[config.mk]
export PLATFORM = sky130hd
export DESIGN_NAME = mb_out_seq
export DESIGN_NICKNAME = d
export VERILOG_FILES = /design/src/rtl/mbseq_pkg.sv /design/src/rtl/mbseq_sbscan.sv /design/src/rtl/mbseq_fsm.sv /design/src/rtl/mbseq_outmux.sv /design/src/rtl/mb_out_seq.sv
export SDC_FILE = /design/constraint.sdc
export NUM_CORES = 1
export LEC_CHECK = 0
export BUFFER_PORTS_ARGS = -buffer_cell sky130_fd_sc_hd__buf_4
export CAP_MARGIN = 40
export CORE_AREA = 2 2 103 105
export CTS_BUF_LIST = sky130_fd_sc_hd__clkbuf_16
export DETAILED_ROUTE_END_ITERATION = 12
export DIE_AREA = 0 0 105 107
export GPL_TIMING_DRIVEN = 0
export MAX_ROUTING_LAYER = met4
export PLACE_DENSITY = 0.76
export SLEW_MARGIN = 20
export SYNTH_ARGS = -nofsm -noshare
export SYNTH_HDL_FRONTEND = slang
export SYNTH_SLANG_ARGS = --single-unit
[constraint.sdc]
create_clock -name clk -period 5.41 [get_ports clk]
set_clock_uncertainty 0.2 [all_clocks]
set_input_delay 0 -clock clk [delete_from_list [all_inputs] [get_ports clk]]
set_output_delay 0 -clock clk [all_outputs]
set_load 0.01 [all_outputs]
[src/rtl/mbseq_pkg.sv]
package mbseq_pkg;

    localparam int BUS_W      = 8;
    localparam int NUM_SB     = 6;
    localparam int SB_IW      = $clog2(NUM_SB);
    localparam int HDR_EVENTS = 7;

    typedef enum logic [3:0] {
        MD_GROUP  = 4'd0,
        MD_MBNUM  = 4'd1,
        MD_CTRL   = 4'd2,
        MD_QUANT  = 4'd3,
        MD_MVX    = 4'd4,
        MD_MVY    = 4'd5,
        MD_CBP    = 4'd6,
        MD_SUBBLK = 4'd7,
        MD_RUN    = 4'd8,
        MD_LEVEL  = 4'd9,
        MD_WAIT   = 4'd15
    } bus_mode_e;

    typedef enum logic [3:0] {
        ST_IDLE, ST_PRE, ST_HDR, ST_GAP32, ST_SBNUM,
        ST_STALL, ST_RUN, ST_LEVEL, ST_GAP, ST_PAD
    } seq_state_e;

    typedef struct packed {
        logic skip;
        logic fast_upd;
        logic mcomp;
        logic filtered;
        logic inter;
        logic fixed;
    } ctl_flags_t;

    typedef struct packed {
        logic              dummy;
        ctl_flags_t        ctl;
        logic [BUS_W-1:0]  group;
        logic [BUS_W-1:0]  mbnum;
        logic [NUM_SB-1:0] cbp;
        logic [BUS_W-1:0]  quant;
        logic [BUS_W-1:0]  mv_x;
        logic [BUS_W-1:0]  mv_y;
    } mb_hdr_t;

    // control byte: bits 4 and 7 stay zero
    function automatic logic [BUS_W-1:0] ctrl_byte(ctl_flags_t f);
        return {1'b0, f.skip, f.fast_upd, 1'b0, f.mcomp, f.filtered, f.inter, f.fixed};
    endfunction

    // fixed header order: this order is observable on the bus
    function automatic bus_mode_e hdr_mode(logic [2:0] i);
        case (i)
            3'd0:    return MD_CTRL;
            3'd1:    return MD_GROUP;
            3'd2:    return MD_MBNUM;
            3'd3:    return MD_CBP;
            3'd4:    return MD_QUANT;
            3'd5:    return MD_MVX;
            default: return MD_MVY;
        endcase
    endfunction

    function automatic logic [BUS_W-1:0] hdr_byte(mb_hdr_t h, logic [2:0] i);
        case (i)
            3'd0:    return ctrl_byte(h.ctl);
            3'd1:    return h.group;
            3'd2:    return h.mbnum;
            3'd3:    return BUS_W'(h.cbp);
            3'd4:    return h.quant;
            3'd5:    return h.mv_x;
            default: return h.mv_y;
        endcase
    endfunction

endpackage

[src/rtl/mbseq_sbscan.sv]
module mbseq_sbscan
    import mbseq_pkg::*;
(
    input  logic [NUM_SB-1:0] mask,
    input  logic [SB_IW:0]    from,
    output logic              found,
    output logic [SB_IW-1:0]  idx
);

    // lowest set bit at or above 'from'
    always_comb begin
        found = 1'b0;
        idx   = '0;
        for (int i = NUM_SB - 1; i >= 0; i--) begin
            if (mask[i] && ((SB_IW + 1)'(i) >= from)) begin
                found = 1'b1;
                idx   = SB_IW'(i);
            end
        end
    end

endmodule

[src/rtl/mbseq_fsm.sv]
module mbseq_fsm
    import mbseq_pkg::*;
#(
    parameter int PRE_WAIT   = 2,
    parameter int CBP_WAIT   = 32,
    parameter int SB_NUM_CYC = 15,
    parameter int SB_BUDGET  = 335,
    parameter int CNT_W      = 6,
    parameter int BUD_W      = 9
) (
    input  logic              clk,
    input  logic              rst,
    input  logic              start,
    input  logic              dummy,
    input  logic [NUM_SB-1:0] cbp,
    input  logic              coef_valid,
    input  logic [BUS_W-1:0]  coef_run,
    input  logic [BUS_W-1:0]  coef_level,
    input  logic              coef_last,
    input  logic              scan_found,
    input  logic [SB_IW-1:0]  scan_idx,
    output seq_state_e        st,
    output logic [CNT_W-1:0]  cnt,
    output logic [2:0]        hidx,
    output logic [SB_IW-1:0]  sb_idx,
    output logic [BUS_W-1:0]  run_q,
    output logic [BUS_W-1:0]  lvl_q,
    output logic [SB_IW:0]    scan_from,
    output logic              coef_ready,
    output logic              hdr_load
);

    seq_state_e       st_n;
    logic [2:0]       hidx_n;
    logic [SB_IW-1:0] sb_n;
    logic             new_ev, sb_start, last_q, take;
    logic [BUD_W-1:0] sb_cnt;
    logic             budget_met;

    assign budget_met = sb_cnt >= BUD_W'(SB_BUDGET - 1);
    assign hdr_load   = (st == ST_IDLE) && start;
    assign scan_from  = (st == ST_GAP32) ? '0 : {1'b0, sb_idx} + 1'b1;
    assign coef_ready = (st == ST_SBNUM && cnt == CNT_W'(SB_NUM_CYC - 1))
                      || (st == ST_GAP && !last_q) || (st == ST_STALL);
    assign take       = coef_ready && coef_valid;

    always_comb begin
        st_n     = st;
        hidx_n   = hidx;
        sb_n     = sb_idx;
        new_ev   = 1'b0;
        sb_start = 1'b0;
        case (st)
            ST_IDLE: if (start) begin
                st_n = ST_PRE; new_ev = 1'b1;
            end
            ST_PRE: if (cnt == CNT_W'(PRE_WAIT - 1)) begin
                st_n = ST_HDR; hidx_n = '0; new_ev = 1'b1;
            end
            ST_HDR: if (cnt == CNT_W'(1)) begin
                new_ev = 1'b1;
                if (hidx == 3'd0 && dummy)
                    st_n = ST_IDLE;
                else if (hidx == 3'(HDR_EVENTS - 1))
                    st_n = (cbp == '0) ? ST_IDLE : ST_GAP32;
                else
                    hidx_n = hidx + 3'd1;
            end
            ST_GAP32: if (cnt == CNT_W'(CBP_WAIT - 1)) begin
                st_n = ST_SBNUM; sb_n = scan_idx; new_ev = 1'b1; sb_start = 1'b1;
            end
            ST_SBNUM: if (cnt == CNT_W'(SB_NUM_CYC - 1)) begin
                new_ev = 1'b1;
                st_n   = coef_valid ? ST_RUN : ST_STALL;
            end
            ST_STALL: if (coef_valid) begin
                st_n = ST_RUN; new_ev = 1'b1;
            end
            ST_RUN: if (cnt == CNT_W'(1)) begin
                st_n = ST_LEVEL; new_ev = 1'b1;
            end
            ST_LEVEL: if (cnt == CNT_W'(1)) begin
                st_n = ST_GAP; new_ev = 1'b1;
            end
            ST_GAP: begin
                new_ev = 1'b1;
                if (!last_q)
                    st_n = coef_valid ? ST_RUN : ST_STALL;
                else if (!budget_met)
                    st_n = ST_PAD;
                else if (scan_found) begin
                    st_n = ST_SBNUM; sb_n = scan_idx; sb_start = 1'b1;
                end else
                    st_n = ST_IDLE;
            end
            ST_PAD: if (budget_met) begin
                new_ev = 1'b1;
                if (scan_found) begin
                    st_n = ST_SBNUM; sb_n = scan_idx; sb_start = 1'b1;
                end else
                    st_n = ST_IDLE;
            end
            default: st_n = ST_IDLE;
        endcase
    end

    always_ff @(posedge clk) begin
        if (rst) begin
            st     <= ST_IDLE;
            cnt    <= '0;
            hidx   <= '0;
            sb_idx <= '0;
            sb_cnt <= '0;
            last_q <= 1'b0;
            run_q  <= '0;
            lvl_q  <= '0;
        end else begin
            st     <= st_n;
            hidx   <= hidx_n;
            sb_idx <= sb_n;
            cnt    <= new_ev ? '0 : cnt + 1'b1;
            if (sb_start)
                sb_cnt <= '0;
            else if (sb_cnt != BUD_W'(SB_BUDGET))
                sb_cnt <= sb_cnt + 1'b1;
            if (take) begin
                run_q  <= coef_run;
                lvl_q  <= coef_level;
                last_q <= coef_last;
            end
        end
    end

endmodule

[src/rtl/mbseq_outmux.sv]
module mbseq_outmux
    import mbseq_pkg::*;
#(
    parameter int CNT_W = 6
) (
    input  seq_state_e       st,
    input  logic [CNT_W-1:0] cnt,
    input  logic [2:0]       hidx,
    input  logic [SB_IW-1:0] sb_idx,
    input  mb_hdr_t          hdr,
    input  logic [BUS_W-1:0] run_q,
    input  logic [BUS_W-1:0] lvl_q,
    output bus_mode_e        mode,
    output logic [BUS_W-1:0] data,
    output logic             strobe
);

    always_comb begin
        mode = MD_WAIT;
        data = '0;
        case (st)
            ST_HDR: begin
                mode = hdr_mode(hidx);
                data = hdr_byte(hdr, hidx);
            end
            ST_SBNUM: begin
                mode = MD_SUBBLK;
                data = BUS_W'(sb_idx);
            end
            ST_RUN: begin
                mode = MD_RUN;
                data = run_q;
            end
            ST_LEVEL: begin
                mode = MD_LEVEL;
                data = lvl_q;
            end
            default: ;
        endcase
        // strobe rises one cycle into each item
        strobe = (mode != MD_WAIT) && (cnt != '0);
    end

endmodule

[src/rtl/mb_out_seq.sv]
module mb_out_seq
    import mbseq_pkg::*;
#(
    parameter int PRE_WAIT   = 2,
    parameter int CBP_WAIT   = 32,
    parameter int SB_NUM_CYC = 15,
    parameter int SB_BUDGET  = 335
) (
    input  logic       clk,
    input  logic       rst,
    input  logic       start,
    input  logic       hdr_dummy,
    input  logic       hdr_fixed,
    input  logic       hdr_inter,
    input  logic       hdr_filtered,
    input  logic       hdr_mcomp,
    input  logic       hdr_fast_upd,
    input  logic       hdr_skip,
    input  logic [7:0] hdr_group,
    input  logic [7:0] hdr_mbnum,
    input  logic [5:0] hdr_cbp,
    input  logic [7:0] hdr_quant,
    input  logic [7:0] hdr_mv_x,
    input  logic [7:0] hdr_mv_y,
    input  logic       coef_valid,
    input  logic [7:0] coef_run,
    input  logic [7:0] coef_level,
    input  logic       coef_last,
    output logic       coef_ready,
    output logic [7:0] bus_data,
    output logic [3:0] bus_mode,
    output logic       bus_strobe
);

    localparam int EV_A   = (CBP_WAIT > SB_NUM_CYC) ? CBP_WAIT : SB_NUM_CYC;
    localparam int EV_MAX = (EV_A > PRE_WAIT) ? EV_A : PRE_WAIT;
    localparam int CNT_W  = $clog2(EV_MAX + 1);
    localparam int BUD_W  = $clog2(SB_BUDGET + 1);

    mb_hdr_t          hdr_in, hdr_q;
    seq_state_e       st;
    logic [CNT_W-1:0] cnt;
    logic [2:0]       hidx;
    logic [SB_IW-1:0] sb_idx, scan_idx;
    logic [SB_IW:0]   scan_from;
    logic [BUS_W-1:0] run_q, lvl_q;
    logic             scan_found, hdr_load;
    bus_mode_e        mode;

    always_comb begin
        hdr_in.dummy        = hdr_dummy;
        hdr_in.ctl.fixed    = hdr_fixed;
        hdr_in.ctl.inter    = hdr_inter;
        hdr_in.ctl.filtered = hdr_filtered;
        hdr_in.ctl.mcomp    = hdr_mcomp;
        hdr_in.ctl.fast_upd = hdr_fast_upd;
        hdr_in.ctl.skip     = hdr_skip;
        hdr_in.group        = hdr_group;
        hdr_in.mbnum        = hdr_mbnum;
        hdr_in.cbp          = hdr_cbp;
        hdr_in.quant        = hdr_quant;
        hdr_in.mv_x         = hdr_mv_x;
        hdr_in.mv_y         = hdr_mv_y;
    end

    always_ff @(posedge clk) begin
        if (rst)
            hdr_q <= '0;
        else if (hdr_load)
            hdr_q <= hdr_in;
    end

    mbseq_sbscan u_scan (
        .mask  (hdr_q.cbp),
        .from  (scan_from),
        .found (scan_found),
        .idx   (scan_idx)
    );

    mbseq_fsm #(
        .PRE_WAIT   (PRE_WAIT),
        .CBP_WAIT   (CBP_WAIT),
        .SB_NUM_CYC (SB_NUM_CYC),
        .SB_BUDGET  (SB_BUDGET),
        .CNT_W      (CNT_W),
        .BUD_W      (BUD_W)
    ) u_fsm (
        .clk        (clk),
        .rst        (rst),
        .start      (start),
        .dummy      (hdr_q.dummy),
        .cbp        (hdr_q.cbp),
        .coef_valid (coef_valid),
        .coef_run   (coef_run),
        .coef_level (coef_level),
        .coef_last  (coef_last),
        .scan_found (scan_found),
        .scan_idx   (scan_idx),
        .st         (st),
        .cnt        (cnt),
        .hidx       (hidx),
        .sb_idx     (sb_idx),
        .run_q      (run_q),
        .lvl_q      (lvl_q),
        .scan_from  (scan_from),
        .coef_ready (coef_ready),
        .hdr_load   (hdr_load)
    );

    mbseq_outmux #(
        .CNT_W (CNT_W)
    ) u_out (
        .st     (st),
        .cnt    (cnt),
        .hidx   (hidx),
        .sb_idx (sb_idx),
        .hdr    (hdr_q),
        .run_q  (run_q),
        .lvl_q  (lvl_q),
        .mode   (mode),
        .data   (bus_data),
        .strobe (bus_strobe)
    );

    assign bus_mode = mode;

endmodule

==> results of run 1 <==
cells by family (layout without fill, tap and decap cells):
logic type,count (synthesis),count (layout),synth area share [%]
compound gates,159,159,21.5
xor+xnor,11,11,1.95
fa+ha+maj,12,12,3.04
buf+inv,53,228,4.55
flops,95,95,38.5
mux,34,34,6.98
simple gates,256,256,23.6
per-layer routing:
layer / up-vias / track usage [%] / wire, microns
li1: 2523 / - / -
met1: 2504 / 32.3 / 6260
met2: 253 / 49.6 / 7790
met3: 63 / 5.47 / 944
met4: 0 / 14.8 / 675
met5: - / - / 0
how the worst min path moves through the flow:
stage,slack (ns),to,depth (start not counted)
floorplan,-0.06,hdr_q[52],2
global placement,0.03,u_fsm.run_q[2],3
detailed placement,0.05,u_fsm.run_q[7],3
CTS,0.08,hdr_q[12],4
global route,0.12,hdr_q[12],4
finish,0.11,hdr_q[12],4
registers in the layout, indices dropped and copies added, names as in the netlist:
name	cells
hdr_q	53
u_fsm.cnt	6
u_fsm.hidx	3
u_fsm.last_q	1
u_fsm.lvl_q	8
u_fsm.run_q	8
u_fsm.sb_cnt	9
u_fsm.sb_idx	3
u_fsm.st	4
worst register-to-register path, stage by stage (launching register included):
cell and delay [ns]:
dfxtp_1 0.52, ha_1 0.25, a21bo_2 0.27, o211ai_2 0.26
o21ai_1 0.18, and2_1 0.23, a21oi_2 0.39, nor4_1 0.13
power breakdown:
group          internal, W  total (W)  switching (W)
logic             0.000303   0.000731       0.000428
clock network     0.000324   0.000625       0.000301
registers         0.000788   0.000859      0.0000708
total              0.00142    0.00222       0.000800
area by class of cell:
cell class                      instances  area [sq um]
Fill cell                             793          3310
Multi-Input combinational cell        472          2820
Inverter                               14          52.6
Clock buffer                            9           225
Timing Repair Buffer                  159          1370
Clock inverter                          7          63.8
Buffer                                 39           173
Tap cell                              136           170
Sequential cell                        95          1900
layout by cell type, fill, tap and decap left out, types with 3 or more instances in the layout:
cell	instances
buf_2	6
a221oi_1	8
inv_1	14
mux2i_1	30
o211ai_2	3
inv_8	3
buf_4	90
nor2b_1	7
nor2_1	52
nand2_1	129
nor3_1	19
o21ai_1	4
dfxtp_1	95
clkbuf_1	27
dlygate4sd3_1	72
a21oi_1	75
nand3b_1	3
clkbuf_16	9
a211oi_1	4
or2_1	3
o22ai_1	7
xnor2_1	6
ha_1	12
o21ai_0	12
a31oi_1	4
o211ai_1	4
a222oi_1	5
a22oi_1	7
nand2b_1	9
xor2_1	5
and3_1	3
nand3_1	12
through the flow:
stage | cells | instance area [sq um] | setup slack [ns] | power [W] | hold slack [ns]
6_report | 931 | 6780 | 1.95 | 0.00222 | 0.108
5_1_grt | 931 | 6780 | 1.72 | 0.00233 | 0.122
4_1_cts | 931 | 6780 | 2.00 | 0.00220 | 0.0834
3_5_place_dp | 843 | 5770 | 2.40 | 0.00154 | 0.0466
3_3_place_gp | 843 | 5770 | 2.39 | 0.00152 | 0.0316
2_1_floorplan | 620 | 4940 | 3.04 | 0.00132 | -0.0640
timing repair:
| item | CTS | global route |
|---|---|---|
| hold buffers | 72 | 0 |
| endpoints found under the hold margin | 80 | 0 |
| gates resized for setup | 0 | 0 |
==> flow_metrics.py, run 1 <==
metrics = {
    "die": {
        "fp-row-count": 37,
        "ios": 88,
        "fp.coreArea_sq_mm": 0.0101,
        "die_area_sq_mm": 0.0112,
        "die_w_microns": 105,
        "start_util_pct": 49.0,
        "die_h_microns": 107,
    },
    "setup_path": {
        "crit_chain": "clkbuf_1 > inv_1 > ha_1 > clkbuf_1 > nor3_1 > nor2b_1 > clkbuf_1 > a222oi_1 > a21o_1 > o21ai_0 > buf_4",
        "reg2regPathDepth": 7,
        "reg2reg_from": "u_fsm.sb_idx[0]",
        "r2r-end": "u_fsm.sb_cnt[2]",
        "crit_path_start": "u_fsm.hidx[2]",
        "critPathBufInv": 5,
        "path_class": "register to output pin",
        "reg2reg_slack_ns": 2.85,
        "crit_end": "bus_data[4]",
        "crit_path_frequent_cell": "clkbuf_1",
        "worst-path-stages": 11,
        "crit_family": "buffers and inverters",
        "crit_path_max_incr_delay_ns": 0.53,
        "setup.worst_path.start_class": "register",
        "cp-end-kind": "output pin",
        "crit_path_max_fanout": 10,
        "cp.required_ns": 5.21,
        "worst_ep_arrival_time_ns": 3.26,
        "crit_slowest_cell": "dfxtp_1",
    },
    "sta": {
        "final-hold-violation-count": 0,
        "finalSetupViolCount": 0,
        "rsz0062_at_grt": "no",
        "finalSetupTns_ns": 0,
        "maxSlewHeadroom_pct": 58.9,
        "maxSlewViolCount": 0,
        "min_period_ns": 3.46,
        "max_freq_mhz": 289,
        "worst_pin_slew_ns": 0.617,
        "fin_crit_sh_pct": 63.9,
    },
    "global_route": {
        "grt_max_degree": 19,
        "grt_pass1_vias": 5384,
        "grt_usage_pct": 28.9,
        "grt_first_pass_wirelength_microns": 25400,
        "antenna_found_initial": 0,
        "gr-total-overflow": 0,
    },
    "power_and_ir_drop": {
        "leakage_nw": 2.80,
        "max-vdd-ir-drop_v": 0.000180,
        "powerDensity_mw_per_mm2": 327,
    },
    "layout": {
        "drive_above_1_share_pct": 16.5,
        "fin_util_pct": 67.2,
        "antenna_cells": 0,
        "fin_nets": 876,
        "area_growth_pct": 37.1,
    },
    "route": {
        "drc": 0,
        "drtIter0Drc": 315,
        "firstDrtPassIters": 5,
        "routed_via_density": 5.74,
        "routed_wl_microns": 15700,
        "via_count": 5343,
        "wire_per_inst_microns": 16.8,
        "antenna_left": 0,
    },
    "clocking": {
        "cts.root.buffer_cell": "clkbuf_16",
        "htree_levels": 3,
        "clkTransAtPathRegs_ns": 0.07,
        "cts_sinks": 95,
        "cts_setup_buffers": 0,
        "insertion_delay_ns": 0.35,
        "cts.path.max_buffers": 2,
        "numCtsBuffers": 9,
        "cts_tree": "yes",
    },
    "job": {
        "cap_violations": 0,
    },
    "yosys": {
        "async_reset_ff_share_pct": 0,
        "yosysMostFrequentCell": "nand2_1",
        "synth_top_cell_area_share_pct": 38.5,
        "synthTopCellsByCount": "nand2_1 (129), dfxtp_1 (95), a21oi_1 (75)",
        "yosysTopAreaCell": "dfxtp_1",
        "syn_inst": 620,
        "synth-seq-cells": 95,
        "syn_avg_cell_area_sq_um": 7.98,
        "dominantRegCellSynth": "dfxtp_1",
        "synth_cell_type_count": 69,
        "ys_seq_area_share_pct": 38.5,
        "synth.area.top_cells": "dfxtp_1 (38%), nand2_1 (9.8%), a21oi_1 (7.6%), mux2i_1 (6.1%), nor2_1 (3.9%)",
        "syn-cell-area_sq_mm": 0.00494,
        "synth-edff-count": 0,
        "synth_fp_nets": 706,
        "synth_warnings": 0,
    },
    "worst_hold_path": {
        "hold_class": "input pin to register",
        "min_from": "start",
    },
    "place": {
        "gp_congestion": 0.939,
        "io_buffers": 87,
        "dp_hpwl_microns": 10600,
    },
    "status": {
        "status": "complete, no violations",
    },
}
(Power assumes the default switching activity.)
==> run 2: changes to the inputs <==
--- a/config.mk
+++ b/config.mk
@@ -5,15 +5,16 @@
 export SDC_FILE = /design/constraint.sdc
 export NUM_CORES = 1
 export LEC_CHECK = 0
+export ABC_AREA = 1
 export BUFFER_PORTS_ARGS = -buffer_cell sky130_fd_sc_hd__buf_4
 export CAP_MARGIN = 40
-export CORE_AREA = 2 2 103 105
+export CORE_AREA = 2 2 101 103
 export CTS_BUF_LIST = sky130_fd_sc_hd__clkbuf_16
 export DETAILED_ROUTE_END_ITERATION = 12
-export DIE_AREA = 0 0 105 107
+export DIE_AREA = 0 0 103 105
 export GPL_TIMING_DRIVEN = 0
 export MAX_ROUTING_LAYER = met4
-export PLACE_DENSITY = 0.76
+export PLACE_DENSITY = 0.77
 export SLEW_MARGIN = 20
 export SYNTH_ARGS = -nofsm -noshare
 export SYNTH_HDL_FRONTEND = slang
==> constraint.sdc (replaced) <==
create_clock -name clk -period 3.32 [get_ports clk]
set_clock_uncertainty 0.2 [all_clocks]
set_input_delay 0 -clock clk [delete_from_list [all_inputs] [get_ports clk]]
set_output_delay 0 -clock clk [all_outputs]
set_load 0.01 [all_outputs]
==> flow_metrics.py, run 2 <==
metrics = {
    "status": {
        "status": "complete, no violations",
    },
    "job": {
        "cap_violations": 0,
    },
    "clocking": {
        "insertion_delay_ns": 0.35,
        "cts_sinks": 95,
        "cts.path.max_buffers": 2,
        "cts_tree": "yes",
        "cts.root.buffer_cell": "clkbuf_16",
        "numCtsBuffers": 9,
        "holdBufCountCts": 91,
        "cts_repair_resize_count": 0,
        "clkTransAtPathRegs_ns": 0.07,
        "cts_setup_buffers": 0,
        "htree_levels": 3,
    },
    "place": {
        "dp_hpwl_microns": 10600,
        "io_buffers": 86,
        "dp.cells": 885,
        "gp_congestion": 0.914,
    },
    "worst_hold_path": {
        "min_to": "hdr_q[16]",
        "hold_depth": 3,
        "hold_class": "input pin to register",
        "min_from": "rst",
    },
    "yosys": {
        "synth.area.top_cells": "dfxtp_1 (40%), nand2_1 (7.7%), a21oi_1 (7.1%), inv_1 (6.6%), o21ai_0 (6.2%)",
        "async_reset_ff_share_pct": 0,
        "syn_inst": 666,
        "synthTopCellsByCount": "nand2_1 (98), dfxtp_1 (95), inv_1 (84)",
        "ys_seq_area_share_pct": 39.6,
        "synth-seq-cells": 95,
        "yosysMostFrequentCell": "nand2_1",
        "syn_avg_cell_area_sq_um": 7.21,
        "dominantRegCellSynth": "dfxtp_1",
        "synth_fp_nets": 752,
        "synth_top_cell_area_share_pct": 39.6,
        "syn-cell-area_sq_mm": 0.00480,
        "synth_cell_type_count": 44,
        "synth-edff-count": 0,
        "yosysTopAreaCell": "dfxtp_1",
        "synth_warnings": 0,
    },
    "layout": {
        "area_growth_pct": 42.1,
        "largest_register_ffs": 53,
        "final_common_cell": "nand2_1",
        "top_regs": "hdr_q x53, u_fsm.sb_cnt x9",
        "instances_no_fill": 992,
        "antenna_cells": 0,
        "largest-register": "hdr_q",
        "fin_nets": 940,
        "drive_above_1_share_pct": 17.8,
        "layout_common_cells": "nand2_1 (98), dfxtp_1 (95), dlygate4sd3_1 (91)",
    },
    "route": {
        "antenna_left": 0,
        "drc": 0,
        "routed_wl_microns": 16300,
        "firstDrtPassIters": 7,
        "wl_met1_microns": 6670,
        "wire_per_inst_microns": 16.5,
        "via_count": 5383,
        "routed_via_density": 5.43,
        "drtIter0Drc": 388,
        "top_layer_used": "met4",
        "wl_met3_microns": 1040,
        "wl_met2_microns": 8000,
    },
    "global_route": {
        "grt_pass1_vias": 5236,
        "grt_first_pass_wirelength_microns": 25800,
        "grt_max_degree": 17,
        "gr-total-overflow": 0,
        "antenna_found_initial": 0,
        "grt_usage_pct": 31.4,
    },
    "setup_path": {
        "crit_slowest_cell": "dlygate4sd3_1",
        "crit_path_frequent_cell": "dlygate4sd3_1",
        "reg2reg_from": "u_fsm.st[2]",
        "worst-path-stages": 10,
        "crit_chain": "nand2_2 > nor2_4 > inv_2 > nor2_2 > nand3b_4 > nand2_4 > o21ai_0 > dlygate4sd3_1 > nor2_1 > dlygate4sd3_1",
        "setup.worst_path.start_class": "register",
        "crit_path_max_incr_delay_ns": 0.61,
        "reg2regPathDepth": 10,
        "path_class": "register to register",
        "crit_family": "buffers and inverters",
        "cp-end-kind": "register",
        "crit_path_max_fanout": 10,
        "cp.required_ns": 3.36,
        "critPathBufInv": 3,
        "r2r-end": "u_fsm.lvl_q[7]",
        "worst_ep_arrival_time_ns": 3.18,
        "reg2reg_slack_ns": 0.17,
    },
    "sta": {
        "fin_crit_sh_pct": 94.8,
        "min_period_ns": 3.15,
        "maxSlewHeadroom_pct": 49.5,
        "rsz0062_at_grt": "no",
        "maxSlewViolCount": 0,
        "finalSetupTns_ns": 0,
        "max_freq_mhz": 318,
        "whs_ns": 0.198,
        "final-hold-violation-count": 0,
        "worst_pin_slew_ns": 0.739,
        "finalSetupViolCount": 0,
    },
    "power_and_ir_drop": {
        "max-vdd-ir-drop_v": 0.000279,
        "powerDensity_mw_per_mm2": 555,
        "leakage_nw": 2.88,
        "power_w": 0.00379,
    },
    "die": {
        "ios": 88,
        "start_util_pct": 49.8,
        "die_area_sq_mm": 0.0108,
        "die_h_microns": 105,
        "die_w_microns": 103,
        "fp.coreArea_sq_mm": 0.00964,
        "fp-row-count": 36,
    },
}
## run 2: final cells by class
type	instances	area, sq um
inverter	92	347
clock buffer	9	225
buffer	24	100
timing repair buffer	177	1560
fill	752	2820
tap	133	166
multi-input combinational	455	2450
clock inverter	7	72.6
sequential	95	1900
## run 2: worst max path at each step
stage	startpoint	to	slack, ns
after global routing	u_fsm.st[2]	u_fsm.lvl_q[7]	0.09
after CTS	u_fsm.st[2]	u_fsm.run_q[0]	0.33
after global placement	u_fsm.hidx[0]	bus_data[6]	0.85
after floorplan	u_fsm.hidx[0]	u_fsm.st[2]	1.43
after detailed placement	u_fsm.hidx[0]	bus_data[6]	0.87
final	u_fsm.st[2]	u_fsm.lvl_q[7]	0.17
## run 2: per-stage QoR
step | setup slack [ns] | utilization [%] | area (sq um)
after detailed placement | 0.866 | 58.2 | 5610
final | 0.174 | 70.8 | 6820
after floorplan | 1.43 | - | 4800
after global placement | 0.850 | 58.2 | 5610
after CTS | 0.327 | 70.8 | 6820
after global routing | 0.0861 | 70.8 | 6820
## run 2: cells by family after synthesis
| group | synth area share (%) |
|---|---|
| AND/OR/NAND/NOR | 25.9 |
| AO/OA/AOI/OAI | 20.9 |
| buffers and inverters | 9.31 |
| flip-flops | 39.6 |
| adder cells (fa/ha/maj) | 3.13 |
| XOR/XNOR | 0.913 |
| multiplexers | 0.209 |
## run 2: worst min-delay path: stages
cell	delay (ns)
dlygate4sd3_1	0.52
buf_4	0.14
a21oi_1	0.04
## run 2: routing by layer
layer,GRT usage (%),vias up
met3,4.15,49
met1,38.5,2494
li1,-,2594
met2,51.2,246
met4,13.4,0
met5,-,-
## run 2: where the power goes
part	internal [W]	total, W	switching [W]
sequential	0.00134	0.00145	0.000106
combinational	0.000485	0.00129	0.000808
clock	0.000586	0.00105	0.000464
